`src/rtl/pbc_pkg.sv`:
```
package pbc_pkg;

  typedef enum logic [1:0] {
    CMD_NONE  = 2'b00,
    CMD_IDLE  = 2'b01,
    CMD_START = 2'b11
  } copy_cmd_t;

  function automatic copy_cmd_t classify_request(input logic req, input logic has_src);
    if (!req)        return CMD_NONE;
    else if (has_src) return CMD_START;
    else             return CMD_IDLE;
  endfunction

endpackage

```
`src/rtl/pbc_pid_decoder.sv`:
```
module pbc_pid_decoder #(
  parameter int PID_W   = 2,
  parameter int NUM_SRC = 3
) (
  input  logic [PID_W-1:0]   pid_i,
  output logic [NUM_SRC-1:0] onehot_o,
  output logic               any_o
);

  function automatic logic pid_hits(input logic [PID_W-1:0] pid, input int idx);
    return pid == PID_W'(idx + 1);
  endfunction

  for (genvar k = 0; k < NUM_SRC; k++) begin : g_line
    assign onehot_o[k] = pid_hits(pid_i, k);
  end

  assign any_o = |onehot_o;

endmodule

```
`src/rtl/pbc_src_mux.sv`:
```
module pbc_src_mux #(
  parameter int NUM_SRC = 3,
  parameter int DATA_W  = 16
) (
  input  logic [NUM_SRC-1:0]             sel_i,
  input  logic [NUM_SRC-1:0][DATA_W-1:0] data_i,
  output logic [DATA_W-1:0]              data_o
);

  logic [NUM_SRC-1:0][DATA_W-1:0] gated;

  for (genvar k = 0; k < NUM_SRC; k++) begin : g_gate
    assign gated[k] = data_i[k] & {DATA_W{sel_i[k]}};
  end

  always_comb begin
    data_o = '0;
    for (int k = 0; k < NUM_SRC; k++) begin
      data_o = data_o | gated[k];
    end
  end

endmodule

```
`src/rtl/pbc_burst_ctrl.sv`:
```
module pbc_burst_ctrl
  import pbc_pkg::*;
#(
  parameter int ADDR_W = 3
) (
  input  logic              clk,
  input  logic              rst_n,
  input  copy_cmd_t         cmd_i,
  output logic [ADDR_W-1:0] addr_o,
  output logic              move_o,
  output logic              last_beat_o,
  output logic              done_o
);

  localparam logic [ADDR_W-1:0] LAST_ADDR = {ADDR_W{1'b1}};

  function automatic logic [ADDR_W-1:0] step_addr(input logic [ADDR_W-1:0] a);
    return (a == LAST_ADDR) ? '0 : a + ADDR_W'(1);
  endfunction

  logic              armed_q;
  logic              done_q;
  logic [ADDR_W-1:0] cnt_q;
  logic              count_en;

  assign count_en    = armed_q & ~done_q;
  assign last_beat_o = count_en && (cnt_q == LAST_ADDR);

  always_ff @(posedge clk or negedge rst_n) begin
    if (!rst_n) begin
      armed_q <= 1'b0;
      done_q  <= 1'b0;
      cnt_q   <= '0;
    end else begin
      case (cmd_i)
        CMD_START: begin
          armed_q <= 1'b1;
          done_q  <= 1'b0;
          cnt_q   <= '0;
        end
        CMD_IDLE: begin
          armed_q <= 1'b0;
          done_q  <= 1'b0;
          cnt_q   <= '0;
        end
        default: begin
          if (count_en) begin
            cnt_q <= step_addr(cnt_q);
            if (last_beat_o) done_q <= 1'b1;
          end
        end
      endcase
    end
  end

  assign addr_o = cnt_q;
  assign move_o = count_en;
  assign done_o = done_q;

endmodule

```
`src/rtl/pid_block_copier.sv`:
```
module pid_block_copier
  import pbc_pkg::*;
#(
  parameter int DATA_W  = 16,
  parameter int ADDR_W  = 3,
  parameter int PID_W   = 2,
  parameter int NUM_SRC = 3
) (
  input  logic              clk,
  input  logic              rst_n,
  input  logic              copy_i,
  input  logic [PID_W-1:0]  pid_i,
  input  logic [DATA_W-1:0] src1_data_i,
  input  logic [DATA_W-1:0] src2_data_i,
  input  logic [DATA_W-1:0] src3_data_i,
  output logic [ADDR_W-1:0] addr_o,
  output logic              wr_en_o,
  output logic [DATA_W-1:0] wr_data_o
);

  logic [NUM_SRC-1:0]             dec_onehot;
  logic                           dec_any;
  logic [NUM_SRC-1:0]             sel_q;
  logic [NUM_SRC-1:0][DATA_W-1:0] src_bus;
  copy_cmd_t                      cmd;
  logic                           burst_start;
  logic                           last_beat;
  logic                           done_flag;
  logic                           move;

  assign src_bus[0] = src1_data_i;
  assign src_bus[1] = src2_data_i;
  assign src_bus[2] = src3_data_i;

  pbc_pid_decoder #(.PID_W(PID_W), .NUM_SRC(NUM_SRC)) u_dec (
    .pid_i    (pid_i),
    .onehot_o (dec_onehot),
    .any_o    (dec_any)
  );

  assign cmd         = classify_request(copy_i, dec_any);
  assign burst_start = (cmd == CMD_START);

  always_ff @(posedge clk or negedge rst_n) begin
    if (!rst_n)       sel_q <= '0;
    else if (copy_i)  sel_q <= dec_onehot;
  end

  pbc_burst_ctrl #(.ADDR_W(ADDR_W)) u_ctrl (
    .clk         (clk),
    .rst_n       (rst_n),
    .cmd_i       (cmd),
    .addr_o      (addr_o),
    .move_o      (move),
    .last_beat_o (last_beat),
    .done_o      (done_flag)
  );

  pbc_src_mux #(.NUM_SRC(NUM_SRC), .DATA_W(DATA_W)) u_mux (
    .sel_i  (sel_q),
    .data_i (src_bus),
    .data_o (wr_data_o)
  );

  assign wr_en_o = move;

endmodule

```
`config.mk`:
```
export PLATFORM = sky130hd
export DESIGN_NAME = pid_block_copier
export DESIGN_NICKNAME = d
export VERILOG_FILES = /design/src/rtl/pbc_pkg.sv /design/src/rtl/pbc_pid_decoder.sv /design/src/rtl/pbc_src_mux.sv /design/src/rtl/pbc_burst_ctrl.sv /design/src/rtl/pid_block_copier.sv
export SDC_FILE = /design/constraint.sdc
export NUM_CORES = 1
export LEC_CHECK = 0
export ABC_AREA = 0
export BUFFER_PORTS_ARGS = -buffer_cell sky130_fd_sc_hd__buf_2
export CAP_MARGIN = 20
export CELL_PAD_IN_SITES_DETAIL_PLACEMENT = 2
export CELL_PAD_IN_SITES_GLOBAL_PLACEMENT = 2
export CORE_ASPECT_RATIO = 1.4
export CORE_MARGIN = 10
export CORE_UTILIZATION = 13
export CTS_CLUSTER_SIZE = 20
export DETAILED_ROUTE_END_ITERATION = 10
export PLACE_DENSITY_LB_ADDON = 0.1
export SLEW_MARGIN = 20
export SYNTH_ARGS = -nofsm -noshare
export SYNTH_HDL_FRONTEND = slang
export SYNTH_SLANG_ARGS = --single-unit
```
`constraint.sdc`:
```
create_clock -name clk -period 1.12 [get_ports clk]
set_input_delay 0.168 -clock clk [delete_from_list [all_inputs] [get_ports clk]]
set_output_delay 0.168 -clock clk [all_outputs]
set_load 0.02 [all_outputs]
```
Word level (Yosys, flattened, before mapping)
Index checks and enable logic that the tools add are counted.
- equal/unequal tests: 6
- bitwise operators: 7
- mux-type cells: 9
- add/sub/neg operators: 1
- reduce and logical (&&, ||, !) cells: 7
- operators with widths (cell ; count):
    bitwise AND 16 bit ; 3
    bitwise OR 16 bit ; 2
    2-to-1 mux 3 bit ; 3
    == test 2 bit, second input constant ; 3
    nonzero test 2 bit ; 3
    == test 2 x 1 -> 1 bit, second input constant ; 2
    2-to-1 mux 2 bit ; 2
    adder 3 x 1 -> 3 bit, second input constant ; 1
    == test 3 bit, second input constant ; 1
    2-to-1 mux 1 bit ; 3
    OR reduction 3 bit ; 1
    case mux 1 bit (2 select lines) ; 1
    AND reduction 2 bit ; 1
    OR reduction 2 bit ; 1
    bitwise AND 1 bit ; 1
    logical AND 1 bit ; 1
    inverter 1 bit ; 1
- output and inout bits: 20
- logic and storage cells: 34
- input port bits: 53
- register bits: 8

Logic depth before layout (Yosys ltp)
- depth after elaboration: 8
- gate-level depth with buffers: 5

Cells and area by module
Synthesis repeated with hierarchy kept, for this count alone.
- cells, all modules: 69
- area total of the unflattened synthesis: 630.6 µm²
- modules (own cells, without submodules) (module ; instances ; area an instance (µm²) ; cells an instance):
    pbc_src_mux ; 1 ; 247.7 ; 35
    pbc_burst_ctrl ; 1 ; 237.7 ; 23
    pid_block_copier ; 1 ; 116.4 ; 7
    pbc_pid_decoder ; 1 ; 28.8 ; 4

Worst setup path after synthesis
OpenSTA, ideal clock, no wires.
- path kind: reg2out
- from: reg sel_q[1]
- to: out wr_data_o[10]
- cell stages (with the launch flop): 5
- arrival: 1.043 ns
- slack: -0.091 ns
- buffers on the path: 2
- cells stage by stage: dfrtp_1 > buf_6 > buf_8 > a222oi_1 > inv_1
- word-level cells in the longest chain between the ends: 3
- ends and longest elaborated chain (item ; RTL line ; text):
    start: declaration ; pid_block_copier.sv:23 ; logic [NUM_SRC-1:0] sel_q;
    start signal: assignment ; pid_block_copier.sv:46 ; else if (copy_i) sel_q <= dec_onehot;
    bitwise AND 16 bit ; pbc_src_mux.sv:13 ; assign gated[k] = data_i[k] & {DATA_W{sel_i[k]}};
    bitwise OR 16 bit (2 in series) ; pbc_src_mux.sv:19 ; data_o = data_o | gated[k];
    end: declaration ; pid_block_copier.sv:18 ; output logic [DATA_W-1:0] wr_data_o
Every way passes these cells.

Worst setup path after layout
- from: reg sel_q[1]
- to: out wr_data_o[3]
The elaborated chain is that of the path after synthesis.

==> flow_metrics.tcl <==
set metrics [dict create \
    p_seq_frac 0.259 \
    start_kind "register" \
    ys_seq_area_frac 0.320 \
    drt_iter0_drc 70 \
    outcome "finished with violations" \
    async_reset_ff_frac 1.00 \
    h-tree-depth 1 \
    final_area_um2 1260 \
    drive_gt1_frac 0.604 \
    violations "setup timing" \
    die_h_um 102 \
    fmax_mhz 651 \
    cp.arrival_ps 1370 \
    die_x_um 78.6 \
    r2r_cells 4 \
    cp.required_ps 950 \
    antenna_cells 0 \
    yosys_warnings 0 \
    maxCapViolCount 0 \
    port_buffers 72 \
    regArea_um2 203 \
    dp_cells 207 \
    ys.flop_type "dfrtp_1" \
    vdd_drop_max_mv 0.997 \
    path_max_fanout 15 \
    start_util 0.136 \
    min_period_over_period 1.37 \
    nets 210 \
    grt_pass1_wl_mm 5.55 \
    rsz0062_at_grt "true" \
    max_slew.worst_pin.slew_ps 325 \
    holdPathStages 2 \
    setup_ws_ps -416 \
    path_clk_slew_ps 40 \
    grt_pass1_vias 1031 \
    synth-edff-count 0 \
    setup_viol 16 \
    first_pass_iters 4 \
    multi_input_area_um2 327 \
    routabilityCongestion 0.723 \
    clock_path_buffers 2 \
    switching_share 0.347 \
    dieArea_um2 8030 \
    fill_cells 559 \
    vias 934 \
    min_path_type "in -> reg" \
    yosysUniqueCellTypes 17 \
    dpl_cell_area_um2 1100 \
    power_density_nw_per_um2 1050 \
    grt_max_degree 17 \
    layout_commonest_cell "buf_2" \
    grt-ovfl-total 0 \
    skew_ps 6.50 \
    combPwrFrac 0.469 \
    drv_slew 0 \
    reg2reg_from "u_ctrl.addr_o[0]" \
    fin_cells 216 \
    antenna_found_initial 0 \
    drc 0 \
    min_to "sel_q[0]" \
    layout_common_cells "65 x buf_2, 19 x inv_1, 16 x a222oi_1" \
    cts_num_sinks 8 \
    crit_type "reg -> out" \
    wirelength_mm 3.67 \
    clk_latency_ps 230 \
    dp_slack_ps -176 \
    r2r-end "u_ctrl.addr_o[2]" \
    cts_made_buffers 3 \
    intPower_uw 863 \
    p_clk_frac 0.272 \
    avgSynthCellArea_um2 8.45 \
    core_um2 4610 \
    power_leakage_uw 0.000717 \
    setup.worst_path.end_class "output port" \
    ant_nets 0 \
    viasPerCell 4.32 \
    r2r_setup_slack_ps 40 \
    ys_ff_latch 8 \
    power.total_uw 1320 \
    hold_violations 0 \
    period_needed_ps 1540 \
    power.switching_uw 459 \
    min-delay-start "pid_i[1]" \
    post_drt_wl_per_cell_um 17.0 \
    synth_area_um2 626 \
    gr-usage-all-layers 0.0875 \
    tns_ps -6040 \
    area_growth_pct 101 \
    cts_tree "done" \
    dpl.hpwl_mm 3.01 \
    cts-root-buf "clkbuf_8" \
    startpoint "sel_q[1]" \
    syn_nets 129 \
    ios 73 \
    num_rows 29 \
    syn_inst 74 \
    max-slew-margin-rel 0.783 \
]
[worst max-delay path, cell delays in order, from the launching register on]
cell	delay [ps]
dfrtp_1	400
buf_12	160
a222oi_1	350
inv_1	70
buf_2	170
[cell families (layout without fill, tap and decap cells)]
group           count (synthesis)  after routing  synth area share
fa+ha+maj                       2              2            0.0400
simple gates                   13             13            0.0900
flops                           8              8             0.320
compound gates                 23             23             0.314
mux                             1              1            0.0160
buf+inv                        27            107             0.220
[how the worst max path moves through the flow]
stage                               end  slack (ps)  cells after the start
after detailed placement   wr_data_o[3]        -180                      4
after floorplan           wr_data_o[10]         -90                      4
after global placement     wr_data_o[3]        -160                      4
after global routing       wr_data_o[5]        -510                      4
final                      wr_data_o[3]        -420                      4
after CTS                  wr_data_o[3]        -420                      4
[power by group through the flow]
stage / clock network [µW] / registers (µW) / logic [µW]
6_report: 360 / 343 / 619
5_1_grt: 387 / 346 / 680
4_1_cts: 379 / 342 / 605
3_5_place_dp: 0 / 342 / 553
3_3_place_gp: 0 / 340 / 541
2_1_floorplan: 0 / 349 / 292
[repair_timing]
item / CTS / global route
resized for setup: 13 / 7
setup buffers: 2 / 2
hold endpoints to repair: 8 / 0
endpoints found under the setup margin: 18 / 21
gates cloned: 0 / 0
hold buffers: 1 / 0
pin swaps: 15 / 9
[sequential cells by signal (all words and copies together) (netlist names)]
name and cells:
u_ctrl.armed_q 1, sel_q 3, u_ctrl.addr_o 3, u_ctrl.done_o 1
[synthesized netlist by cell type, drive strengths merged, types with 2 or more instances]
cell / number / area, µm²
dfrtp: 8 / 200
nand2: 5 / 18.8
ha: 2 / 25.0
o21ai: 2 / 10.0
inv: 20 / 75.1
a222oi: 16 / 160
buf: 6 / 58.8
nor2: 5 / 18.8
a21oi: 4 / 20.0
[per-layer routing]
metal / wire (µm) / track usage
met5: 0 / 0
met4: 56 / 0.0332
met3: 270 / 0.0272
met2: 1960 / 0.165
met1: 1380 / 0.0874
[layout make-up]
cell class | instances | area share
Tap cell | 62 | 0.0617
Timing Repair Buffer | 83 | 0.422
Inverter | 20 | 0.0597
Clock buffer | 4 | 0.0358
Multi-Input combinational cell | 39 | 0.260
Sequential cell | 8 | 0.161
[through the flow]
stage	hold WS [ps]	util
floorplan	-128	-
global placement	29.3	0.239
detailed placement	26.0	0.239
CTS	175	0.264
global route	188	0.273
finish	183	0.273
No activity file was read; power rests on OpenSTA's default activity.
